## src/rtl/sbus_pkg.sv

```systemverilog
package sbus_pkg;
   typedef enum logic [1:0] {
      ST_IDLE = 2'd0,
      ST_LOW  = 2'd1,
      ST_HIGH = 2'd2
   } sbus_state_e;

   // Half-period length in system clocks for code c: 2^(c+EXP_BASE-1) + HALF_ADD
   function automatic int unsigned half_len(input int unsigned code,
                                            input int unsigned exp_base,
                                            input int unsigned half_add);
      return (32'd1 << (code + exp_base - 1)) + half_add;
   endfunction
endpackage

```

## src/rtl/sbus_ctrl_reg.sv

```systemverilog
module sbus_ctrl_reg #(
   parameter int REG_W = 8,
   parameter int CNT_W = 3,
   parameter int SEL_W = 3
) (
   input  logic             clk,
   input  logic             rst_n,
   input  logic             soft_rst,
   input  logic             we,
   input  logic [REG_W-1:0] wdata,
   output logic [REG_W-1:0] rdata,
   output logic [CNT_W-1:0] bitcnt_code,
   output logic             ack_en,
   output logic [SEL_W-1:0] clk_code
);
   localparam int ACK_POS = REG_W - CNT_W - 1;

   logic [REG_W-1:0] store_q;

   generate
      if (CNT_W + SEL_W + 2 != REG_W) begin : g_bad_layout
         $error("sbus_ctrl_reg: field widths do not fill the register");
      end
   endgenerate

   always_ff @(posedge clk or negedge rst_n) begin
      if (!rst_n)   store_q <= '0;
      else if (we)  store_q <= wdata;
   end

   assign bitcnt_code = store_q[REG_W-1 -: CNT_W];
   assign ack_en      = store_q[ACK_POS];
   assign clk_code    = store_q[SEL_W-1:0];

   // Bit 0 reads as the software-reset monitor; the rest read as stored.
   generate
      for (genvar i = 0; i < REG_W; i++) begin : g_rd
         if (i == 0) begin : g_mon
            assign rdata[i] = ~soft_rst;
         end else begin : g_pass
            assign rdata[i] = store_q[i];
         end
      end
   endgenerate

   // stored bits survive a software reset
   p_keep_cfg_r10: assert property (@(posedge clk) disable iff (!rst_n)
      (soft_rst && !we) |=> $stable(store_q));
endmodule

```

## src/rtl/sbus_clk_div.sv

```systemverilog
module sbus_clk_div
   import sbus_pkg::*;
#(
   parameter int SEL_W    = 3,
   parameter int EXP_BASE = 5,
   parameter int HALF_ADD = 4
) (
   input  logic             clk,
   input  logic             rst_n,
   input  logic             clr,
   input  logic             run,
   input  logic [SEL_W-1:0] idle_code,
   input  logic [SEL_W-1:0] run_code,
   output logic             tick
);
   localparam int MAX_CODE = (1 << SEL_W) - 1;
   localparam int MAX_HALF = (1 << (MAX_CODE + EXP_BASE - 1)) + HALF_ADD;
   localparam int DIV_W    = $clog2(MAX_HALF + 1);

   generate
      if (EXP_BASE < 1) begin : g_bad_base
         $error("sbus_clk_div: EXP_BASE must be at least 1");
      end
   endgenerate

   logic [DIV_W-1:0] cnt_q;
   logic [DIV_W-1:0] idle_load, run_load;

   assign idle_load = DIV_W'(half_len(int'(idle_code), EXP_BASE, HALF_ADD) - 1);
   assign run_load  = DIV_W'(half_len(int'(run_code),  EXP_BASE, HALF_ADD) - 1);
   assign tick      = run && (cnt_q == '0);

   always_ff @(posedge clk or negedge rst_n) begin
      if (!rst_n)       cnt_q <= '0;
      else if (clr)     cnt_q <= '0;
      else if (!run)    cnt_q <= idle_load;
      else if (tick)    cnt_q <= run_load;
      else              cnt_q <= cnt_q - 1'b1;
   end

   // a running count never exceeds the reload for the active code
   p_cnt_bound_r3: assert property (@(posedge clk) disable iff (!rst_n || clr)
      ($past(run) && run) |-> (cnt_q <= run_load));
endmodule

```

## src/rtl/sbus_bit_seq.sv

```systemverilog
module sbus_bit_seq
   import sbus_pkg::*;
#(
   parameter int DATA_W    = 8,
   parameter int CNT_W     = 3,
   parameter int SEL_W     = 3,
   parameter bit MSB_FIRST = 1'b1
) (
   input  logic              clk,
   input  logic              rst_n,
   input  logic              soft_rst,
   input  logic              start,
   input  logic [DATA_W-1:0] tx_byte,
   input  logic [CNT_W-1:0]  bitcnt_code,
   input  logic              ack_en,
   input  logic [SEL_W-1:0]  clk_code,
   input  logic              tick,
   output logic [SEL_W-1:0]  run_code,
   output logic              scl,
   output logic              sda,
   output logic              busy,
   output logic              done
);
   localparam int PC_W = $clog2(DATA_W + 2);
   localparam logic [SEL_W-1:0] RSV_CODE = '1;

   generate
      if (DATA_W != (1 << CNT_W)) begin : g_bad_len
         $error("sbus_bit_seq: code zero must map to the full data width");
      end
   endgenerate

   sbus_state_e      state_q;
   logic [DATA_W-1:0] shr_q;
   logic [PC_W-1:0]  pulse_q, npulse_q, ndata_q;
   logic             ack_q, scl_q, sda_q, done_q;
   logic [SEL_W-1:0] code_q;
   logic             accept;
   logic [PC_W-1:0]  req_len;
   logic             head_bit, head_next;
   logic [DATA_W-1:0] shr_adv, load_adv;

   assign req_len = (bitcnt_code == '0) ? PC_W'(DATA_W) : PC_W'(bitcnt_code);
   assign accept  = (state_q == ST_IDLE) && start && !soft_rst && (clk_code != RSV_CODE);

   generate
      if (MSB_FIRST) begin : g_msb
         assign head_bit  = tx_byte[DATA_W-1];
         assign load_adv  = tx_byte << 1;
         assign head_next = shr_q[DATA_W-1];
         assign shr_adv   = shr_q << 1;
      end else begin : g_lsb
         assign head_bit  = tx_byte[0];
         assign load_adv  = tx_byte >> 1;
         assign head_next = shr_q[0];
         assign shr_adv   = shr_q >> 1;
      end
   endgenerate

   always_ff @(posedge clk or negedge rst_n) begin
      if (!rst_n) begin
         state_q  <= ST_IDLE;
         shr_q    <= '0;
         pulse_q  <= '0;
         npulse_q <= '0;
         ndata_q  <= '0;
         ack_q    <= 1'b0;
         code_q   <= '0;
         scl_q    <= 1'b1;
         sda_q    <= 1'b1;
         done_q   <= 1'b0;
      end else if (soft_rst) begin
         state_q  <= ST_IDLE;
         pulse_q  <= '0;
         scl_q    <= 1'b1;
         sda_q    <= 1'b1;
         done_q   <= 1'b0;
      end else begin
         done_q <= 1'b0;
         unique case (state_q)
            ST_IDLE: begin
               code_q <= clk_code;
               if (accept) begin
                  state_q  <= ST_LOW;
                  scl_q    <= 1'b0;
                  sda_q    <= head_bit;
                  shr_q    <= load_adv;
                  pulse_q  <= '0;
                  ndata_q  <= req_len;
                  ack_q    <= ack_en;
                  npulse_q <= req_len + PC_W'(ack_en);
               end
            end
            ST_LOW: begin
               if (tick) begin
                  state_q <= ST_HIGH;
                  scl_q   <= 1'b1;
               end
            end
            ST_HIGH: begin
               if (tick) begin
                  if (pulse_q == npulse_q - 1'b1) begin
                     state_q <= ST_IDLE;
                     done_q  <= 1'b1;
                     sda_q   <= 1'b1;
                  end else begin
                     state_q <= ST_LOW;
                     scl_q   <= 1'b0;
                     pulse_q <= pulse_q + 1'b1;
                     sda_q   <= (pulse_q + 1'b1 < ndata_q) ? head_next : 1'b1;
                     shr_q   <= shr_adv;
                  end
               end
            end
            default: state_q <= ST_IDLE;
         endcase
      end
   end

   assign run_code = code_q;
   assign scl      = scl_q;
   assign sda      = sda_q;
   assign busy     = (state_q != ST_IDLE);
   assign done     = done_q;

   // data only moves while the clock is low
   p_sda_hold_r6: assert property (@(posedge clk) disable iff (!rst_n)
      (busy && scl && $past(scl) && $past(busy)) |-> $stable(sda));
   // completion is a single-cycle pulse with the line idle
   p_done_single_r7: assert property (@(posedge clk) disable iff (!rst_n)
      done |=> !done);
   p_done_idle_r7: assert property (@(posedge clk) disable iff (!rst_n)
      done |-> (scl && !busy));
   // a reserved clock code never launches a transfer
   p_rsv_refused_r8: assert property (@(posedge clk) disable iff (!rst_n)
      (!busy && clk_code == RSV_CODE) |=> !busy);
   // software reset idles the engine
   p_soft_idle_r10: assert property (@(posedge clk) disable iff (!rst_n)
      soft_rst |=> (scl && !busy));
   // acknowledge pulse keeps the data line released
   p_ack_release_r5: assert property (@(posedge clk) disable iff (!rst_n)
      (busy && ack_q && pulse_q == ndata_q) |-> sda);
endmodule

```

## src/rtl/sbus_xfer_engine.sv

```systemverilog
module sbus_xfer_engine #(
   parameter int DATA_W   = 8,
   parameter int CNT_W    = 3,
   parameter int SEL_W    = 3,
   parameter int EXP_BASE = 5,
   parameter int HALF_ADD = 4
) (
   input  logic              clk,
   input  logic              rst_n,
   input  logic              soft_rst,
   input  logic              cfg_we,
   input  logic [7:0]        cfg_wdata,
   output logic [7:0]        cfg_rdata,
   input  logic              start,
   input  logic [DATA_W-1:0] tx_byte,
   output logic              scl,
   output logic              sda,
   output logic              busy,
   output logic              done
);
   localparam int REG_W = 8;

   logic [CNT_W-1:0] bitcnt_code;
   logic             ack_en;
   logic [SEL_W-1:0] clk_code, run_code;
   logic             tick;

   sbus_ctrl_reg #(.REG_W(REG_W), .CNT_W(CNT_W), .SEL_W(SEL_W)) u_reg (
      .clk(clk), .rst_n(rst_n), .soft_rst(soft_rst),
      .we(cfg_we), .wdata(cfg_wdata), .rdata(cfg_rdata),
      .bitcnt_code(bitcnt_code), .ack_en(ack_en), .clk_code(clk_code)
   );

   sbus_clk_div #(.SEL_W(SEL_W), .EXP_BASE(EXP_BASE), .HALF_ADD(HALF_ADD)) u_div (
      .clk(clk), .rst_n(rst_n), .clr(soft_rst), .run(busy),
      .idle_code(clk_code), .run_code(run_code), .tick(tick)
   );

   sbus_bit_seq #(.DATA_W(DATA_W), .CNT_W(CNT_W), .SEL_W(SEL_W), .MSB_FIRST(1'b1)) u_seq (
      .clk(clk), .rst_n(rst_n), .soft_rst(soft_rst), .start(start),
      .tx_byte(tx_byte), .bitcnt_code(bitcnt_code), .ack_en(ack_en),
      .clk_code(clk_code), .tick(tick), .run_code(run_code),
      .scl(scl), .sda(sda), .busy(busy), .done(done)
   );
endmodule

```

## config.mk

```make
export PLATFORM = sky130hd
export DESIGN_NAME = sbus_xfer_engine
export DESIGN_NICKNAME = d
export VERILOG_FILES = /design/src/rtl/sbus_pkg.sv /design/src/rtl/sbus_ctrl_reg.sv /design/src/rtl/sbus_clk_div.sv /design/src/rtl/sbus_bit_seq.sv /design/src/rtl/sbus_xfer_engine.sv
export SDC_FILE = /design/constraint.sdc
export NUM_CORES = 1
export LEC_CHECK = 0
export BUFFER_PORTS_ARGS = -buffer_cell sky130_fd_sc_hd__buf_2
export CORE_ASPECT_RATIO = 1.4
export CORE_MARGIN = 2
export CORE_UTILIZATION = 65
export CTS_BUF_LIST = sky130_fd_sc_hd__clkbuf_4 sky130_fd_sc_hd__clkbuf_8
export CTS_CLUSTER_DIAMETER = 100
export CTS_CLUSTER_SIZE = 28
export DETAILED_ROUTE_END_ITERATION = 7
export GPL_TIMING_DRIVEN = 0
export PLACE_DENSITY_LB_ADDON = 0.12
export SLEW_MARGIN = 20
export SYNTH_ARGS = -nofsm -noshare
export SYNTH_HDL_FRONTEND = slang
export SYNTH_SLANG_ARGS = --single-unit
```

## constraint.sdc

```tcl
create_clock -name clk -period 7.1 [get_ports clk]
set_input_delay 0.355 -clock clk [delete_from_list [all_inputs] [get_ports clk]]
set_output_delay 0.355 -clock clk [all_outputs]
set_load 0.02 [all_outputs]
```

# After elaboration in Yosys (flattened, before gate mapping)

Cells that the tools add are included.

Register bits after elaboration: 48
Input port bits: 21

$add $sub $neg: 12
Magnitude comparators: 1
Equality and inequality tests: 11
Shifts and indexed selects: 2
Muxes and demuxes: 35
Bitwise logic cells: 1
Reduce and logical (&&, ||, !) cells: 19

Operators with widths:

| cell                                                                 | number |
|---|---|
| 1-bit by 32-bit << shifter with 12-bit output, first input constant  | 2 |
| 32-bit by 1-bit subtractor with 32-bit output, second input constant | 2 |
| 12-bit two-way mux                                                   | 3 |
| 12-bit by 1-bit subtractor with 12-bit output, second input constant | 3 |
| 12-bit by 3-bit adder with 12-bit output, second input constant      | 2 |
| 8-bit two-way mux                                                    | 3 |
| 4-bit two-way mux                                                    | 5 |
| 8-bit one-hot mux with 2 select lines                                | 1 |
| 1-bit two-way mux                                                    | 15 |
| 12-bit zero test                                                     | 1 |
| 3-bit != test, second input constant                                 | 4 |
| 5-bit AND reduction                                                  | 2 |
| 3-bit AND reduction                                                  | 3 |
| 3-bit by 3-bit adder with 4-bit output, second input constant        | 2 |
| 2-bit two-way mux                                                    | 4 |
| 4-bit one-hot mux with 2 select lines                                | 1 |
| 2-bit one-hot mux with 3 select lines                                | 1 |
| 4-bit by 1-bit adder with 4-bit output                               | 1 |
| 4-bit by 1-bit adder with 4-bit output, second input constant        | 1 |
| 4-bit equality test                                                  | 1 |
| 1-bit logical AND                                                    | 4 |
| 4-bit < comparator                                                   | 1 |
| 2-bit != test, second input constant                                 | 2 |
| 4-bit AND reduction                                                  | 1 |
| other kinds (15)                                                     | 16 |

# Longest topological paths before layout

Word-level depth: 8
Depth in mapped cells: 10

# Hierarchy

Synthesis repeated with hierarchy kept, for this count alone.

Cells, all modules: 292
Area total of the unflattened synthesis: 2842.7 um^2

Modules (own cells, without submodules):

| module        | times used | cells an instance | area each (um^2) | seq. area each (um^2) |
|---|---|---|---|---|
| sbus_bit_seq  | 1          | 164               | 1594.0           | 678.2 |
| sbus_clk_div  | 1          | 104               | 868.3            | 300.3 |
| sbus_ctrl_reg | 1          | 24                | 380.4            | 200.2 |

# Worst setup path after synthesis

Ideal clock, no wire load.

Path kind: register to register
Start point: register u_reg.store_q[1]
End point: register u_div.cnt_q[4]
Data arrival time: 2.745 ns
Data required time: 7.018 ns
Slack: 4.273 ns
Stages on the path, launching flop included: 9
Buffers on the path: 0
Cell sequence: dfrtp_1 -> ha_1 -> ha_1 -> nor3b_1 -> ha_1 -> a2111oi_0 -> nand2_1 -> or3_1 -> a31oi_1

Cells in the longest elaborated chain, start to end: 7

Ends and longest elaborated chain:

| item                                          | RTL line            | RTL |
|---|---|---|
| from (decl)                                   | sbus_ctrl_reg.sv:18 | `logic [REG_W-1:0] store_q;` |
| from (signal assigned)                        | sbus_ctrl_reg.sv:28 | `else if (we) store_q <= wdata;` |
| 3-bit by 3-bit adder with 4-bit output        | sbus_pkg.sv:12      | `return (32'd1 << (code + exp_base - 1)) + half_add;` |
| 32-bit by 1-bit subtractor with 32-bit output | sbus_pkg.sv:12      |  |
| 1-bit by 32-bit << shifter with 12-bit output | sbus_pkg.sv:12      |  |
| 12-bit by 3-bit adder with 12-bit output      | sbus_pkg.sv:12      |  |
| 12-bit by 1-bit subtractor with 12-bit output | sbus_clk_div.sv:29  | `assign idle_load = DIV_W'(half_len(int'(idle_code), EXP_BASE, HALF_ADD) - 1);` |
| 12-bit two-way mux                            | sbus_clk_div.sv:36  | `else if (!run) cnt_q <= idle_load;` |
| 12-bit two-way mux                            | sbus_clk_div.sv:35  | `else if (clr) cnt_q <= '0;` |
| to (signal assigned)                          | sbus_clk_div.sv:36  |  |
| to (signal assigned)                          | sbus_clk_div.sv:37  | `else if (tick) cnt_q <= run_load;` |
| to (signal assigned)                          | sbus_clk_div.sv:38  | `else cnt_q <= cnt_q - 1'b1;` |
| to (decl)                                     | sbus_clk_div.sv:26  | `logic [DIV_W-1:0] cnt_q;` |

No other way between the ends.
A chain may end at the register's enable or synchronous reset.

# Worst setup path after layout

Ends and elaborated chain as after synthesis.

==> results.py <==
metrics = {
    "outcome": {
        "status": "completed",
    },
    "clocking": {
        "holdBufCountCts": 0,
        "cts-buffers-inserted": 5,
        "cts-resized-gates": 0,
        "cts_setup_buffers": 0,
        "clockRootBuffer": "clkbuf_8",
        "cts_sinks": 47,
        "htreeDepth": 2,
        "clk_pin_slew_ps": 90,
        "clock_path_buffers": 2,
        "tritoncts": "done",
        "insertion_delay_ps": 310,
    },
    "placement": {
        "dp_hpwl_um": 5042,
        "routabilityCongestion": 0.9305,
        "portBuffers": 30,
        "dp_cells": 387,
    },
    "grt": {
        "grt_max_degree": 48,
        "track_usage_pct": 30.14,
        "first_global_vias": 2509,
        "antenna_found_initial": 0,
        "grt_pass1_wl_um": 11520,
        "grt-ovfl-total": 0,
    },
    "layout": {
        "stdcell_count": 395,
        "fin_nets": 376,
        "diodes": 0,
        "areaGrowthSynthToFinish_pct": 10.84,
        "final_layout_size_suffix_gt1_share_pct": 20.30,
    },
    "flow_run": {
        "drv_cap": 0,
    },
    "routing": {
        "drt_iter0_markers": 170,
        "via_per_inst": 6.124,
        "ant_nets": 0,
        "num_vias": 2419,
        "first_pass_iters": 4,
        "wire_per_inst_um": 17.25,
        "drc": 0,
        "routed_wl_um": 6812,
    },
    "yosys": {
        "yosys_warnings": 0,
        "ys_seq_area_share_pct": 40.20,
        "ys_types": 57,
        "synth-edff-count": 0,
        "async_flop_share_pct": 100.0,
        "synth.net_count": 339,
        "syn_inst": 297,
        "ys_seq_elements": 47,
        "synth_ff_type": "dfrtp_1",
        "syn_area_um2": 2932,
        "syn_avg_cell_area_um2": 9.871,
    },
    "setup_path": {
        "crit_path_cell_trace": "ha_1 -> ha_1 -> nor3b_1 -> ha_1 -> a2111oi_1 -> nand2_1 -> or3_1 -> a31oi_1",
        "slowest_stage": "a2111oi_1",
        "crit_type": "flip-flop to flip-flop",
        "crit_family": "compound AO/OA/AOI/OAI gates",
        "cpPeakStageDelay_ps": 920,
        "critical_path.most_common_cell": "ha_1",
        "crit_required_ps": 7330,
        "cp.arrival_ps": 3420,
        "worst-path-max-fanout": 7,
        "cp.depth": 8,
        "cp-start-kind": "flip-flop",
        "cp-end-kind": "flip-flop",
        "path_buf_inv": 0,
        "r2r_cells": 8,
    },
    "sta": {
        "final_period_minus_worst_setup_slack_ps": 3192,
        "relSlewSlack_pct": 30.30,
        "report.final.slew_viol_count": 0,
        "tightest_slew_ps": 1043,
        "max_clock_freq_mhz": 313.3,
        "rsz0062_at_grt": "no",
        "hold_violations": 0,
        "finalSetupViolations": 0,
        "finalClockSkew_ps": 12.52,
        "fin_crit_sh_pct": 44.95,
        "tns_ps": 0,
    },
    "floorplan": {
        "rows": 28,
        "die_width_um": 60.76,
        "start_util_pct": 68.59,
        "core_area_um2": 4274,
        "die_height_um": 83.46,
        "boundaryPins": 33,
        "design.die.area_um2": 5071,
    },
    "pwr": {
        "p_leak_nw": 1.415,
        "power_density_nw_per_um2": 264.1,
        "ir_drop_mv": 0.2021,
    },
    "worst_hold_path": {
        "hold_class": "input pin to asynchronous set/reset pin",
    },
}
## cell type report
type                            count  area, um^2
Tap cell                           60       75.07
Clock buffer                        7       83.83
Timing Repair Buffer               30       152.6
Multi-Input combinational cell    220        1619
Clock inverter                      1       5.005
Inverter                           13       48.80
Buffer                             17       86.33
Fill cell                         328        1025
Sequential cell                    47        1179
## power by group
part	total [mW]	switching, mW	internal (mW)
clock	0.168	0.0908	0.0770
combinational	0.327	0.183	0.144
sequential	0.363	0.0455	0.317
## cell usage after synthesis (3+ instances only)
library cell  instances  share of area (%)
a211oi_1              4                1.0
a21oi_1              16                2.7
a31oi_1               9                1.9
buf_2                 3               0.51
buf_4                 3               0.77
clkbuf_1             10                1.3
dfrtp_1              45                 38
ha_1                 21                9.0
inv_1                12                1.5
mux2_2               14                5.4
nand2_1              20                2.6
nand3_1              11                1.9
nand3b_1              3               0.77
nor2_1               15                1.9
nor3_1                8                1.4
nor3b_1               4                1.0
nor4_1                3               0.64
o21a_1                7                1.8
o21ai_0              14                2.4
o22a_1                6                1.8
or3_1                 5                1.1
or4_1                 3               0.77
xnor2_1              12                3.6
xor2_1                5                1.5
## sequential cells by signal, indices dropped and copies added (netlist names)
signal / flops
u_seq.pulse_q: 4
u_seq.state_q: 2
u_seq.ndata_q: 4
u_div.cnt_q: 12
u_seq.npulse_q: 4
u_seq.sda: 1
u_seq.run_code: 3
u_seq.scl: 1
u_seq.done: 1
u_seq.shr_q: 7
u_reg.store_q: 8
## cell usage in the layout (no fill, tap or decap), types with 8 or more instances in the layout
cell,netlist,layout
dfrtp_1,45,45
clkbuf_1,10,10
xnor2_1,12,12
ha_1,21,21
nor3_1,8,8
nand3_1,11,11
buf_2,3,32
a31oi_1,9,9
nor2_1,15,15
o21ai_0,14,14
a21oi_1,16,16
mux2_2,14,14
inv_1,12,12
nand2_1,20,20
## metal layers
metal / part of all wire, % / global-route usage [%] / vias to the layer above
met5: 0 / 0 / -
met4: 3.6 / 13.24 / 0
met3: 4.1 / 4.651 / 17
met2: 56 / 53.37 / 74
met1: 37 / 33.98 / 1162
li1: - / - / 1166
## cells by family (layout without fill, tap and decap cells)
group	Yosys count	in the layout	share of synthesized area (%)
mux	15	15	5.719
compound gates	78	78	18.14
xor+xnor	18	18	5.847
flops	47	47	40.20
buf+inv	30	68	4.609
fa+ha+maj	21	21	8.963
simple gates	88	88	16.52
## path summary, 6_finish.rpt
path	startpoint	end	slack, ps
worst max-delay path	u_reg.store_q[1]$_DFFE_PN0P_	u_div.cnt_q[4]$_DFF_PN0_	3910
worst min-delay path	rst_n	u_div.cnt_q[2]$_DFF_PN0_	50
worst max register to register	u_reg.store_q[1]$_DFFE_PN0P_	u_div.cnt_q[4]$_DFF_PN0_	3910
worst min register to register	u_seq.shr_q[6]$_DFFE_PN0P_	u_seq.shr_q[6]$_DFFE_PN0P_	500
max in group asynchronous	rst_n	u_seq.ndata_q[2]$_DFFE_PN0P_	6630
min in group clk	cfg_wdata[0]	u_reg.store_q[0]$_DFFE_PN0P_	250
## through the flow
| step | hold slack (ps) | total power [mW] | utilization, % | setup slack (ps) | instance area (um^2) |
|---|---|---|---|---|---|
| 2_1_floorplan | 59.41 | 0.6028 | - | 4273 | 2932 |
| 3_3_place_gp | 475.1 | 0.6777 | 73.86 | 3820 | 3157 |
| 3_5_place_dp | 481.2 | 0.6896 | 73.89 | 3990 | 3158 |
| 4_1_cts | 259.1 | 0.8556 | 75.97 | 3947 | 3247 |
| 5_1_grt | 97.47 | 0.9137 | 76.02 | 3849 | 3249 |
| 6_report | 45.37 | 0.8580 | 76.02 | 3908 | 3249 |
No activity file was read; power rests on OpenSTA's default activity.
